**config.mk**
```make
export PLATFORM = sky130hd
export DESIGN_NAME = i2c_addr_monitor
export DESIGN_NICKNAME = d
export VERILOG_FILES = /design/src/rtl/i2cmon_pkg.sv /design/src/rtl/i2cmon_bus_events.sv /design/src/rtl/i2cmon_key_reset.sv /design/src/rtl/i2cmon_flags.sv /design/src/rtl/i2c_addr_monitor.sv
export SDC_FILE = /design/constraint.sdc
export NUM_CORES = 1
export LEC_CHECK = 0
export ABC_AREA = 1
export BUFFER_PORTS_ARGS = -buffer_cell sky130_fd_sc_hd__buf_4
export CORE_MARGIN = 4
export CORE_UTILIZATION = 45
export CTS_CLUSTER_DIAMETER = 120
export DETAILED_ROUTE_END_ITERATION = 7
export GPL_TIMING_DRIVEN = 1
export PLACE_DENSITY = 0.67
export SLEW_MARGIN = 20
export SYNTH_ARGS = -nofsm -noshare
export SYNTH_HDL_FRONTEND = slang
export SYNTH_SLANG_ARGS = --single-unit
```
**constraint.sdc**
```tcl
create_clock -name clk -period 2.5 [get_ports clk]
set_input_delay 0.75 -clock clk [delete_from_list [all_inputs] [get_ports clk]]
set_output_delay 0.75 -clock clk [all_outputs]
set_load 0.05 [all_outputs]
```
**src/rtl/i2cmon_pkg.sv**
```systemverilog
package i2cmon_pkg;
    localparam int ADDR_W = 7;
    localparam int BYTE_W = ADDR_W + 1;
    localparam int KEY_W  = 2;

    typedef struct packed {
        logic [ADDR_W-1:0] own_addr;
        logic              free_mode;
        logic              i2c_en;
    } cfg_t;

    typedef struct packed {
        logic start;
        logic stop;
        logic scl_rise;
        logic byte_done;
    } bus_evt_t;

    typedef enum logic [KEY_W-1:0] {
        KEY_ARM  = 2'b10,
        KEY_FIRE = 2'b01
    } key_code_e;

    function automatic logic is_general_call(input logic [BYTE_W-1:0] b);
        return b == '0;
    endfunction

    function automatic logic own_hit(input logic [BYTE_W-1:0] b,
                                     input logic [ADDR_W-1:0] a);
        return b[BYTE_W-1:1] == a;
    endfunction
endpackage

```
**src/rtl/i2cmon_bus_events.sv**
```systemverilog
module i2cmon_bus_events
    import i2cmon_pkg::*;
#(
    parameter int NBITS = BYTE_W
) (
    input  logic             clk,
    input  logic             rst,
    input  logic             enable,
    input  logic             scl,
    input  logic             sda,
    output bus_evt_t         evt,
    output logic [NBITS-1:0] rx_byte
);
    localparam int CNT_W = $clog2(NBITS);

    logic             scl_q, sda_q;
    logic             in_addr;
    logic [CNT_W-1:0] bit_cnt;
    logic [NBITS-1:0] shreg;

    always_comb begin
        evt.start     = enable && scl && scl_q && sda_q && !sda;
        evt.stop      = enable && scl && scl_q && !sda_q && sda;
        evt.scl_rise  = enable && scl && !scl_q;
        evt.byte_done = evt.scl_rise && in_addr && (bit_cnt == CNT_W'(NBITS-1));
        rx_byte       = {shreg[NBITS-2:0], sda};
    end

    always_ff @(posedge clk) begin
        if (rst) begin
            scl_q   <= 1'b1;
            sda_q   <= 1'b1;
            in_addr <= 1'b0;
            bit_cnt <= '0;
            shreg   <= '0;
        end else begin
            scl_q <= scl;
            sda_q <= sda;
            if (!enable) begin
                in_addr <= 1'b0;
                bit_cnt <= '0;
            end else if (evt.start) begin
                in_addr <= 1'b1;
                bit_cnt <= '0;
            end else if (evt.stop) begin
                in_addr <= 1'b0;
            end else if (evt.scl_rise && in_addr) begin
                shreg   <= rx_byte;
                bit_cnt <= bit_cnt + 1'b1;
                if (evt.byte_done)
                    in_addr <= 1'b0;
            end
        end
    end
endmodule

```
**src/rtl/i2cmon_key_reset.sv**
```systemverilog
module i2cmon_key_reset
    import i2cmon_pkg::*;
(
    input  logic             clk,
    input  logic             rst,
    input  logic             wr,
    input  logic [KEY_W-1:0] wdata,
    output logic             fire,
    output logic [KEY_W-1:0] field
);
    logic armed;

    assign fire = wr && armed && (wdata == KEY_FIRE);

    always_ff @(posedge clk) begin
        if (rst) begin
            armed <= 1'b0;
            field <= '0;
        end else if (wr) begin
            if (fire) begin
                armed <= 1'b0;
                field <= '0;
            end else begin
                armed <= (wdata == KEY_ARM);
                field <= wdata;
            end
        end
    end
endmodule

```
**src/rtl/i2cmon_flags.sv**
```systemverilog
module i2cmon_flags
    import i2cmon_pkg::*;
(
    input  logic              clk,
    input  logic              rst,
    input  cfg_t              cfg,
    input  bus_evt_t          evt,
    input  logic [BYTE_W-1:0] rx_byte,
    input  logic              sda,
    input  logic              buf_access,
    output logic              addr_match,
    output logic              gen_call,
    output logic              last_bit,
    output logic              addr_done
);
    logic gc_seen, hit;

    always_comb begin
        gc_seen = !cfg.free_mode && is_general_call(rx_byte);
        hit     = cfg.free_mode || gc_seen || own_hit(rx_byte, cfg.own_addr);
    end

    always_ff @(posedge clk) begin
        if (rst) begin
            addr_match <= 1'b0;
            gen_call   <= 1'b0;
            last_bit   <= 1'b0;
            addr_done  <= 1'b0;
        end else begin
            addr_done <= evt.byte_done;
            if (evt.scl_rise)
                last_bit <= sda;
            if (evt.byte_done && hit)
                addr_match <= 1'b1;
            else if (buf_access)
                addr_match <= 1'b0;
            if (evt.start || evt.stop)
                gen_call <= 1'b0;
            else if (evt.byte_done && gc_seen)
                gen_call <= 1'b1;
        end
    end
endmodule

```
**src/rtl/i2c_addr_monitor.sv**
```systemverilog
module i2c_addr_monitor
    import i2cmon_pkg::*;
(
    input  logic              clk,
    input  logic              rst,
    input  logic              scl_in,
    input  logic              sda_in,
    input  logic              cfg_wr,
    input  logic [ADDR_W-1:0] cfg_own_addr,
    input  logic              cfg_free_mode,
    input  logic              cfg_i2c_en,
    input  logic              key_wr,
    input  logic [KEY_W-1:0]  key_wdata,
    input  logic              buf_access,
    output logic              addr_match,
    output logic              gen_call,
    output logic              last_bit,
    output logic              i2c_mode,
    output logic              addr_done,
    output logic [KEY_W-1:0]  swrst_field
);
    cfg_t              cfg;
    bus_evt_t          evt;
    logic [BYTE_W-1:0] rx_byte;
    logic              key_fire;
    logic              rst_all;

    assign rst_all  = rst || key_fire;
    assign i2c_mode = cfg.i2c_en;

    always_ff @(posedge clk) begin
        if (rst_all)
            cfg <= '0;
        else if (cfg_wr)
            cfg <= '{own_addr: cfg_own_addr, free_mode: cfg_free_mode, i2c_en: cfg_i2c_en};
    end

    i2cmon_key_reset key_i (
        .clk   (clk),
        .rst   (rst),
        .wr    (key_wr),
        .wdata (key_wdata),
        .fire  (key_fire),
        .field (swrst_field)
    );

    i2cmon_bus_events #(.NBITS(BYTE_W)) bus_i (
        .clk     (clk),
        .rst     (rst_all),
        .enable  (cfg.i2c_en),
        .scl     (scl_in),
        .sda     (sda_in),
        .evt     (evt),
        .rx_byte (rx_byte)
    );

    i2cmon_flags flags_i (
        .clk        (clk),
        .rst        (rst_all),
        .cfg        (cfg),
        .evt        (evt),
        .rx_byte    (rx_byte),
        .sda        (sda_in),
        .buf_access (buf_access),
        .addr_match (addr_match),
        .gen_call   (gen_call),
        .last_bit   (last_bit),
        .addr_done  (addr_done)
    );
endmodule

```
Yosys cells after proc, flatten, opt, wreduce, memory -nomap -nowiden
Index checks and enable logic that the tools add are counted.
{ "totals": {"in_bits": 18, "wordCells": 62, "output_inout_bits": 7, "reg_bits": 29} }
{ "classes": {"eq_ne": 4, "addsub": 1, "bitwise_logic": 3, "n_reduce_logical": 32, "n_mux": 8} }
{ "op_table": {"columns": ["op", "n"], "rows": [
  ["$logic_and 1x1->1", 14],
  ["$logic_not 8->1", 1],
  ["$eq 7x7->1", 1],
  ["$mux 1", 7],
  ["$reduce_bool 3->1", 2],
  ["$logic_not 1->1", 4],
  ["$logic_or 1x1->1", 4],
  ["$reduce_and 2->1", 2],
  ["$reduce_and 4->1", 1],
  ["$reduce_or 2->1", 2],
  ["$add 3x1->3 const B", 1],
  ["$eq 3x3->1 const B", 1],
  ["$not 1->1", 3],
  ["$reduce_or 3->1", 1],
  ["$eq 2x1->1 const B", 1],
  ["$eq 2x2->1 const B", 1],
  ["$mux 2", 1],
  ["$reduce_bool 2->1", 1]
]} }

Longest topological paths before layout
Gate-level depths: netlist of run 1.
{ "logic_depth": {"word_depth": 8, "depth_mapped": 9, "depth_no_buf": 9} }

Cells and area by module
From an unflattened synthesis of run 1, not the netlist that was laid out.
{ "hier_totals": {"hier_cells": 198, "hier_area_um2": 1426.4} }
{ "by_module_without_submodules": {"columns": ["module", "cells_each", "area_per_inst_um2", "instances", "seq_area_each_um2"], "rows": [
  ["i2cmon_bus_events", 70, 559.3, 1, 260.2],
  ["i2c_addr_monitor", 58, 436.7, 1, 180.2],
  ["i2cmon_flags", 52, 297.8, 1, 80.1],
  ["i2cmon_key_reset", 18, 132.6, 1, 60.1]
]} }

Worst setup path after synthesis of run 1
Ideal clock, no wire load.
{ "synth_path": {"path_kind": "input port to flip-flop", "startpoint": "in key_wdata[0]", "endpoint": "reg bus_i.scl_q", "path_buffers": 0, "path_slack_ns": 1.030, "setup_time_ns": 0.123, "arrival_ns": 1.347, "stages": 5, "required_time_ns": 2.377, "cell_sequence": "nand2_1 > nor3_2 > nor2_2 > inv_2 > or2_2"} }
{ "synth_via": {"elab_chain_cells": 3} }
{ "synth_lines": {"columns": ["item", "line_no", "source"], "rows": [
  ["start, declared", "i2c_addr_monitor.sv:13", "input logic [KEY_W-1:0] key_wdata,"],
  ["$eq 2x1->1", "i2cmon_key_reset.sv:13", "assign fire = wr && armed && (wdata == KEY_FIRE);"],
  ["$logic_and 1x1->1", "i2cmon_key_reset.sv:13", null],
  ["$logic_or 1x1->1", "i2c_addr_monitor.sv:28", "assign rst_all = rst || key_fire;"],
  ["end signal, assigned", "i2cmon_bus_events.sv:37", "scl_q <= scl;"],
  ["end, declared", "i2cmon_bus_events.sv:16", "logic scl_q, sda_q;"]
]} }
Every way passes these cells.
A chain may end at the register's enable or synchronous reset.

Worst setup path in the final report of run 1
{ "layout_path": {"startpoint": "reg, netlist name i2c_mode", "endpoint": "out i2c_mode"} }
{ "layout_lines": {"columns": ["item", "line_no", "source"], "rows": [
  ["end, declared", "i2c_addr_monitor.sv:18", "output logic i2c_mode,"]
]} }
No word-level cell between the ends.

==> out/metrics.csv, run 1 <==
metric,value,unit
outcome,"complete, no violations",
vias per cell,4.892,
VDD IR-drop max,0.4576,mV
WHS Endpoint,flags_i.gen_call,
Yosys cell types,26,
cell area after layout,0.001504,mm2
wire per inst,11.44,um
initial antenna violation count,0,
IO buf count,24,
Hold Path Stages,2,
total vias in the final route,1091,
height of the die,60.94,um
Clock transition at path regs,0.09,ns
die area,0.003714,mm2
FF-to-FF setup slack,1.28,ns
standard-cell rows,18,
Max Slew Vio Count,0,
clk_skew,0.01014,ns
Crit Path Max Fanout,6,
share of the yosys chip area belonging to registers,46.03,%
CTS Root Cell,clkbuf_4,
CTS tree,built,
Post-Syn Instances,164,
# setup viols final,0,
r2r endpoint,flags_i.addr_match,
first-pass GRT wire length,4491,um
worst min-delay path category,flop to flop,
Mean Syn Cell Area,7.690,um2
H-tree depth,2,
Core Area,0.002567,mm2
Ports,25,
final hold viol count,0,
hold path start,flags_i.gen_call,
GP Congestion,0.7641,
overall power,853.2,uW
starting density of the core,49.12,%
Final period util,71.35,%
Most used DFF post-synth,dfxtp_1,
Total Routing Usage GR,16.55,%
Lkg Pwr,0.7018,nW
DRC viols,0,
drt total wl,2551,um
Filler cells,261,
slowest CP cell,dfxtp_1,
DR pass1 iterations,4,
postcts setup bufs,0,
Max-Cap Viols,0,
vias in the first global route,1093,
grt ovf,0,
fin crit period,1.784,ns
r2r worst-path depth,8,
"Hold-fix buffers, CTS",0,
slew margin rel.,84.69,%
Least-Margin Pin Slew,0.2294,ns
post-DP HPWL,1944,um
# nets final,212,
delay of the slowest critical-path stage,0.45,ns
placed cells,215,
Worst Path Buf+Inv,1,
Yosys warning count,0,
Crit. End Element,primary output,
fin cells,223,
CTS Buf Count,5,
CP startpoint kind,flop,
Final ANT Viol Nets,0,
Clock Tree Buf Depth,2,
# clock sinks,29,
"Area growth, synth to finish",19.25,%
setup total negative slack,0,ns
CP Cell Sequence,buf_4,
Synth Cell Area,0.001261,mm2
"Arr. time, crit path",1.03,ns
worst hold margin,0.4648,ns
syn_nets,184,
Setup Crit Path Kind,flop to primary output,
grt met3 use,7.021,%
Synth Register Bits,29,
Die Wd,60.94,um
ant diodes,0,
synth top area cells,"dfxtp_1 46%, nand2_1 13%, a21oi_1 8.7%",
"Largest delay share family, worst path",flip-flops,
largest net degree at the start of global routing,17,
GRT Max-Usage Layer,met2,
worst skew pair latency,0.34,ns
Yosys top cell by area,dfxtp_1,
Resized cells post-CTS,0,
fmax,560.6,MHz
placed standard-cell area,0.001449,mm2
required time worst endpoint,1.75,ns
RSZ-0062 raised after global routing,no,
DR iter-0 viols,48,
share of the synthesized area in the top cell type,46.03,%
pwr/cell area,567.3,mW/mm2
asr flop ratio synth,0,%
FF-to-FF Start,key_i.armed,
met2 GRT Util,28.09,%
GR Util met1,18.65,%
Post-synth EDFFs,0,
layout cells sized above 1,22.28,%
## registers in the layout, summed over array words and instances, names as in the netlist, 2 cells and up
signal,cells
bus_i.shreg,7
bus_i.bit_cnt,3
key_i.field,2
cfg,8
## metrics by stage
| stage | util [%] | setup WS (ns) |
|---|---|---|
| after floorplan | - | 1.030 |
| after global placement | 56.43 | 0.7349 |
| after detailed placement | 56.43 | 0.7016 |
| after CTS | 58.58 | 0.7004 |
| after global routing | 58.58 | 0.6510 |
| final | 58.58 | 0.7163 |
## worst min-delay path, cell delays in order (launching register included)
cell and delay (ns):
dfxtp_1 0.32, inv_1 0.05, a21oi_1 0.06
## cell usage in the layout, fill, tap and decap left out, types with 2 or more instances in the layout
cell and instances:
a21oi_1 22, clkinv_2 2, nand3_1 5, nand2_4 2, nand2_1 43, ha_1 2, xnor2_1 3, inv_1 16
clkbuf_4 5, o21ai_0 4, inv_2 2, buf_4 25, dfxtp_1 29, o21ai_1 2, xor2_1 2, nor2_1 16
nand3b_1 2
## layout make-up
type | count | area, um2 | share of cell area [%]
tap | 30 | 37.54 | 2.496
inverter | 19 | 76.32 | 5.075
sequential | 29 | 580.6 | 38.60
clock inverter | 3 | 17.52 | 1.165
timing repair buffer | 25 | 187.7 | 12.48
clock buffer | 5 | 37.54 | 2.496
multi-input combinational | 112 | 566.8 | 37.69
## synth_stat cells (2+ instances only)
master,number
a21oi_1,22
buf_6,3
dfxtp_1,29
ha_1,2
inv_1,16
inv_2,2
nand2_1,43
nand2_4,2
nand3_1,5
nand3b_1,2
nor2_1,16
o21ai_0,4
o21ai_1,2
xnor2_1,3
xor2_1,2
## routing by layer
metal,up-vias,wire length [um]
met2,27,1193
met3,5,184
met1,483,1135
met5,-,0
li1,576,-
met4,0,38
## cells by family (layout without fill, tap and decap cells)
family / after synthesis / after routing / synth area share [%]
xor gates and xnor gates: 5 / 5 / 3.473
DFF: 29 / 29 / 46.03
adders and majority gates: 2 / 2 / 1.984
and+or+nand+nor: 74 / 74 / 26.49
AOI/OAI and AO/OA: 31 / 31 / 13.00
buffers and inverters: 23 / 52 / 9.028
## how the worst max path moves through the flow
| stage | cells past startpoint | start | slack, ns | end |
|---|---|---|---|---|
| final | 1 | i2c_mode | 0.72 | i2c_mode |
| after global placement | 7 | key_wdata[0] | 0.73 | bus_i.scl_q |
| after CTS | 1 | i2c_mode | 0.70 | i2c_mode |
| after detailed placement | 7 | key_wdata[0] | 0.70 | bus_i.scl_q |
| after global routing | 1 | i2c_mode | 0.65 | i2c_mode |
| after floorplan | 5 | key_wdata[0] | 1.03 | bus_i.scl_q |
## power by group
part	switching (mW)	total, mW	internal (mW)
sequential	0.00790	0.482	0.474
clock	0.175	0.281	0.106
combinational	0.0494	0.0901	0.0406
Power figures use the tool's default switching activity.
==> run 2, diff against run 1 <==
Clock period 2.5 ns to 1.8 ns, I/O delays scaled along.
==> run 2 against run 1 <==
- setup slack worse by 0.53 ns
- sequential share of layout area is 0.38 points lower
- cell count stayed put
- routed wire length is 2.1% lower
- clock skew is 0.0033 ns lower
- critical path depth stayed put
- design area is 1.0% higher
- largest power group unchanged
- highest routed layer unchanged
==> out/metrics.csv, run 2 (same netlist as run 1, synthesis figures left out) <==
metric,value,unit,change
launch point of the worst path,i2c_mode,,
CTS Root Cell,clkbuf_4,,
GP Congestion,0.7577,,-0.84%
CTS Buf Count,5,,unchanged
Lkg Pwr,0.7121,nW,+1.5%
Crit. End Element,primary output,,
"worst slack, placed",0.3477,ns,-0.3540 ns
"Area growth, synth to finish",20.44,%,
# setup viols final,0,,unchanged
first-pass GRT wire length,4409,um,-1.8%
hold path start,rst,,
CP Cell Sequence,buf_4,,
slowest CP cell,dfxtp_1,,
Least-Margin Pin Slew,0.2627,ns,+0.03325 ns
Die Wd,60.94,um,unchanged
ant diodes,0,,unchanged
biggest regs,"cfg (8), bus_i.shreg (7), bus_i.bit_cnt (3)",,
slew margin rel.,82.47,%,-2.2 points
# nets final,212,,unchanged
"Hold-fix buffers, CTS",0,,unchanged
H-tree depth,2,,unchanged
total vias in the final route,1091,,unchanged
height of the die,60.94,um,unchanged
worst min-delay path category,primary input to flop,,
die area,0.003714,mm2,unchanged
vias per cell,4.892,,unchanged
"most common cell after layout, fill and taps aside",nand2_1,,
Resized cells post-CTS,0,,unchanged
max FFs per register,8,,unchanged
Clock transition at path regs,0.09,ns,about the same
RSZ-0062 raised after global routing,no,,
Final ANT Viol Nets,0,,unchanged
"Largest delay share family, worst path",flip-flops,,
Clock Tree Buf Depth,2,,unchanged
"Arr. time, crit path",1.07,ns,+0.04 ns
fmax,620.7,MHz,
wire per inst,11.20,um,-2.1%
largest net degree at the start of global routing,17,,unchanged
Total Routing Usage GR,16.62,%,+0.073 points
Ports,25,,unchanged
layout cells sized above 1,22.28,%,unchanged
Final period util,89.50,%,
CTS tree,built,,
Setup Crit Path Kind,flop to primary output,,
standard-cell rows,18,,unchanged
pwr/cell area,827.8,mW/mm2,+46%
starting density of the core,49.12,%,unchanged
FF-to-FF Start,i2c_mode,,
IO buf count,24,,unchanged
fin crit period,1.611,ns,
setup total negative slack,0,ns,unchanged
final setup margin,0.1890,ns,-0.5273 ns
worst skew pair latency,0.34,ns,about the same
required time worst endpoint,1.26,ns,-0.49 ns
postcts setup bufs,0,,unchanged
final hold viol count,0,,unchanged
Top reg by flops,cfg,,
Worst Path Buf+Inv,1,,unchanged
grt ovf,0,,unchanged
Max-Cap Viols,0,,unchanged
Max Slew Vio Count,0,,unchanged
# clock sinks,29,,unchanged
Crit Path Max Fanout,6,,unchanged
CP startpoint kind,flop,,
vias in the first global route,1088,,-0.46%
clk_skew,0.006796,ns,-0.003346 ns
DR iter-0 viols,20,,-58%
DRC viols,0,,unchanged
VDD IR-drop max,0.8251,mV,+80%
initial antenna violation count,0,,unchanged
worst hold margin,0.3781,ns,-0.08677 ns
delay of the slowest critical-path stage,0.48,ns,+0.03 ns
Filler cells,252,,-3.4%
post-DP HPWL,1864,um,-4.1%
Core Area,0.002567,mm2,unchanged
overall power,1.257,mW,+47%
DR pass1 iterations,4,,unchanged
"commonest non-fill, non-tap cells in the layout","43 x nand2_1, 29 x dfxtp_1, 25 x buf_4",,
outcome,"complete, no violations",,
drt total wl,2497,um,-2.1%
-- run 2: final timing paths --
path | endpoint | slack [ns] | cells after the start
max | i2c_mode | 0.19 | 1
min reg2reg | flags_i.gen_call | 0.45 | 2
min | key_i.field[1] | 0.38 | 2
max reg2reg | flags_i.addr_match | 0.59 | 8
-- run 2: stage by stage --
step	util, %	instances	instance area, um2
3_3_place_gp	56.43	215	1449
6_report	59.16	223	1519
2_1_floorplan	-	164	1261
4_1_cts	59.16	223	1519
3_5_place_dp	56.43	215	1449
5_1_grt	59.16	223	1519
-- run 2: where the power goes --
part,internal [mW],switching (mW)
combinational,0.0564,0.0686
clock,0.226,0.236
sequential,0.659,0.0116
total,0.941,0.316
-- run 2: final cells by class --
type / count / area, um2 / share of cell area, %
Clock inverter: 1 / 5.005 / 0.3295
Timing Repair Buffer: 25 / 187.7 / 12.36
Inverter: 19 / 76.32 / 5.025
Tap cell: 30 / 37.54 / 2.471
Multi-Input combinational cell: 112 / 566.8 / 37.31
Sequential cell: 29 / 580.6 / 38.22
Clock buffer: 7 / 65.06 / 4.283
-- run 2: layer usage --
layer	GRT usage (%)	routed length, um	vias to the layer above
met1	18.60	1120	481
met4	10.22	57	0
met2	27.48	1146	26
met3	5.106	174	7
met5	0	0	-
li1	-	-	577
==> run 3, diff against run 2 <==
Settings changed: CORE_UTILIZATION 45 to 30, PLACE_DENSITY 0.67 to default.
==> run 3 against run 2 <==
- setup slack improved by 0.088 ns
- critical path depth unchanged
- largest power group unchanged
- die area increased by 43%
- largest cell class unchanged
==> out/metrics.csv, run 3 (same netlist as run 1, synthesis figures left out) <==
metric,value,unit,change
vias per cell,4.369,,-11%
required time worst endpoint,1.26,ns,about the same
delay of the slowest critical-path stage,0.46,ns,-0.02 ns
Max-Cap Viols,0,,unchanged
placed cells,236,,+9.8%
CTS Buf Count,5,,unchanged
Worst Path Buf+Inv,1,,unchanged
Clock transition at path regs,0.06,ns,-0.03 ns
height of the die,72.84,um,+20%
stages on the worst setup path,1,,unchanged
drt total wl,2482,um,-0.60%
ant diodes,0,,unchanged
final hold viol count,0,,unchanged
Final period util,84.60,%,-4.9 points
"Arr. time, crit path",0.98,ns,-0.09 ns
vias in the first global route,954,,-12%
DR pass1 iterations,4,,unchanged
Hold Path Stages,2,,unchanged
post-DP HPWL,1907,um,+2.3%
postcts setup bufs,0,,unchanged
IO buf count,24,,unchanged
CP Cell Sequence,buf_4,,
wire per inst,10.17,um,-9.2%
Clock Tree Buf Depth,2,,unchanged
Sw Pwr,300.9,uW,-4.9%
max FFs per register,8,,unchanged
Final ANT Viol Nets,0,,unchanged
worst skew pair latency,0.27,ns,-0.07 ns
RSZ-0062 raised after global routing,no,,
clk_skew,0.003316,ns,-0.003480 ns
initial antenna violation count,0,,unchanged
die area,0.005306,mm2,+43%
pwr/cell area,827.5,mW/mm2,about the same
Least-Margin Pin Slew,0.2987,ns,+0.03608 ns
fin cells,244,,+9.4%
"commonest non-fill, non-tap cells in the layout","43 x nand2_1, 29 x dfxtp_1, 26 x buf_4",,
sw frac,23.29,%,-1.9 points
Comb power frac,9.8,%,about the same
largest net degree at the start of global routing,17,,unchanged
H-tree depth,2,,unchanged
CTS tree,built,,
VDD IR-drop max,0.2804,mV,-66%
slew margin rel.,80.06,%,-2.4 points
worst hold margin,0.4563,ns,+0.07820 ns
standard-cell rows,23,,+5
total vias in the final route,1066,,-2.3%
Seq pwr share,51.9,%,-1.4 points
CP startpoint kind,flop,,
Ports,25,,unchanged
# setup viols final,0,,unchanged
Crit Path Max Fanout,6,,unchanged
DR iter-0 viols,65,,+230%
"most common cell after layout, fill and taps aside",nand2_1,,
biggest regs,"cfg (8), bus_i.shreg (7), bus_i.bit_cnt (3)",,
"Area growth, synth to finish",23.81,%,
outcome,"complete, no violations",,
r2r worst-path depth,8,,unchanged
starting density of the core,31.30,%,-18 points
worst min-delay path category,primary input to flop,,
Resized cells post-CTS,0,,unchanged
Pint,991.3,uW,+5.3%
slowest CP cell,dfxtp_1,,
Setup Crit Path Kind,flop to primary output,,
CTS Root Cell,clkbuf_8,,
Max Slew Vio Count,0,,unchanged
Core Area,0.004029,mm2,+57%
Top reg by flops,cfg,,
# clock sinks,29,,unchanged
DRC viols,0,,unchanged
clock share of power,38.3,%,+1.5 points
GP Congestion,0.7996,,+5.5%
first-pass GRT wire length,4167,um,-5.5%
fin crit period,1.523,ns,-0.08825 ns
grt ovf,0,,unchanged
fmax,656.7,MHz,+5.8%
Crit. End Element,primary output,,
Lkg Pwr,0.7151,nW,+0.42%
layout cells sized above 1,21.13,%,-1.1 points
# nets final,213,,+0.47%
setup total negative slack,0,ns,unchanged
Die Wd,72.84,um,+20%
"Largest delay share family, worst path",flip-flops,,
"Hold-fix buffers, CTS",0,,unchanged
Total Routing Usage GR,10.11,%,-6.5 points
-- run 3: cell types whose count changed in the layout (fill, tap and decap cells not counted) --
cell	previous run	this run
buf_4	25	26
clkbuf_1	0	3
clkinv_2	1	0
clkbuf_8	2	5
clkbuf_4	5	0
-- run 3: layer usage --
layer	GRT usage [%]	vias up	part of all wire, %
li1	-	580	-
met1	13.04	468	47
met2	15.23	14	47
met3	2.755	4	3.8
met4	5.533	0	2.0
met5	0	-	0
-- run 3: stage by stage --
| stage | power [mW] | worst slack [ns] | instance area [um2] | utilization [%] |
|---|---|---|---|---|
| 2_1_floorplan | 0.7608 | 0.3993 | 1261 | - |
| 3_3_place_gp | 0.8118 | 0.3029 | 1481 | 36.77 |
| 3_5_place_dp | 0.8130 | 0.2720 | 1481 | 36.77 |
| 4_1_cts | 1.313 | 0.2578 | 1562 | 38.76 |
| 5_1_grt | 1.360 | 0.2274 | 1562 | 38.76 |
| 6_report | 1.292 | 0.2772 | 1562 | 38.76 |
-- run 3: power by group through the flow --
stage / Clock [mW] / Combinational (mW) / Sequential [mW]
2_1_floorplan: 0 / 0.0646 / 0.696
3_3_place_gp: 0 / 0.127 / 0.685
3_5_place_dp: 0 / 0.128 / 0.685
4_1_cts: 0.514 / 0.129 / 0.671
5_1_grt: 0.545 / 0.143 / 0.672
6_report: 0.495 / 0.126 / 0.670
-- run 3: cell type report --
class	count	area [um2]
flip-flops and latches	29	580.6
fillers	446	2467
multi-input cells	112	566.8
clock buffers	8	80.08
inverters	19	76.32
repair buffers	26	195.2
well taps	50	62.56
-- run 3: path summary, 6_finish.rpt --
path	to	from	slack, ns
hold / removal	key_i.field[0]	rst	0.46
setup reg to reg	flags_i.addr_match	i2c_mode	0.60
hold reg to reg	key_i.field[1]	key_i.field[1]	0.46
setup / recovery	i2c_mode	i2c_mode	0.28
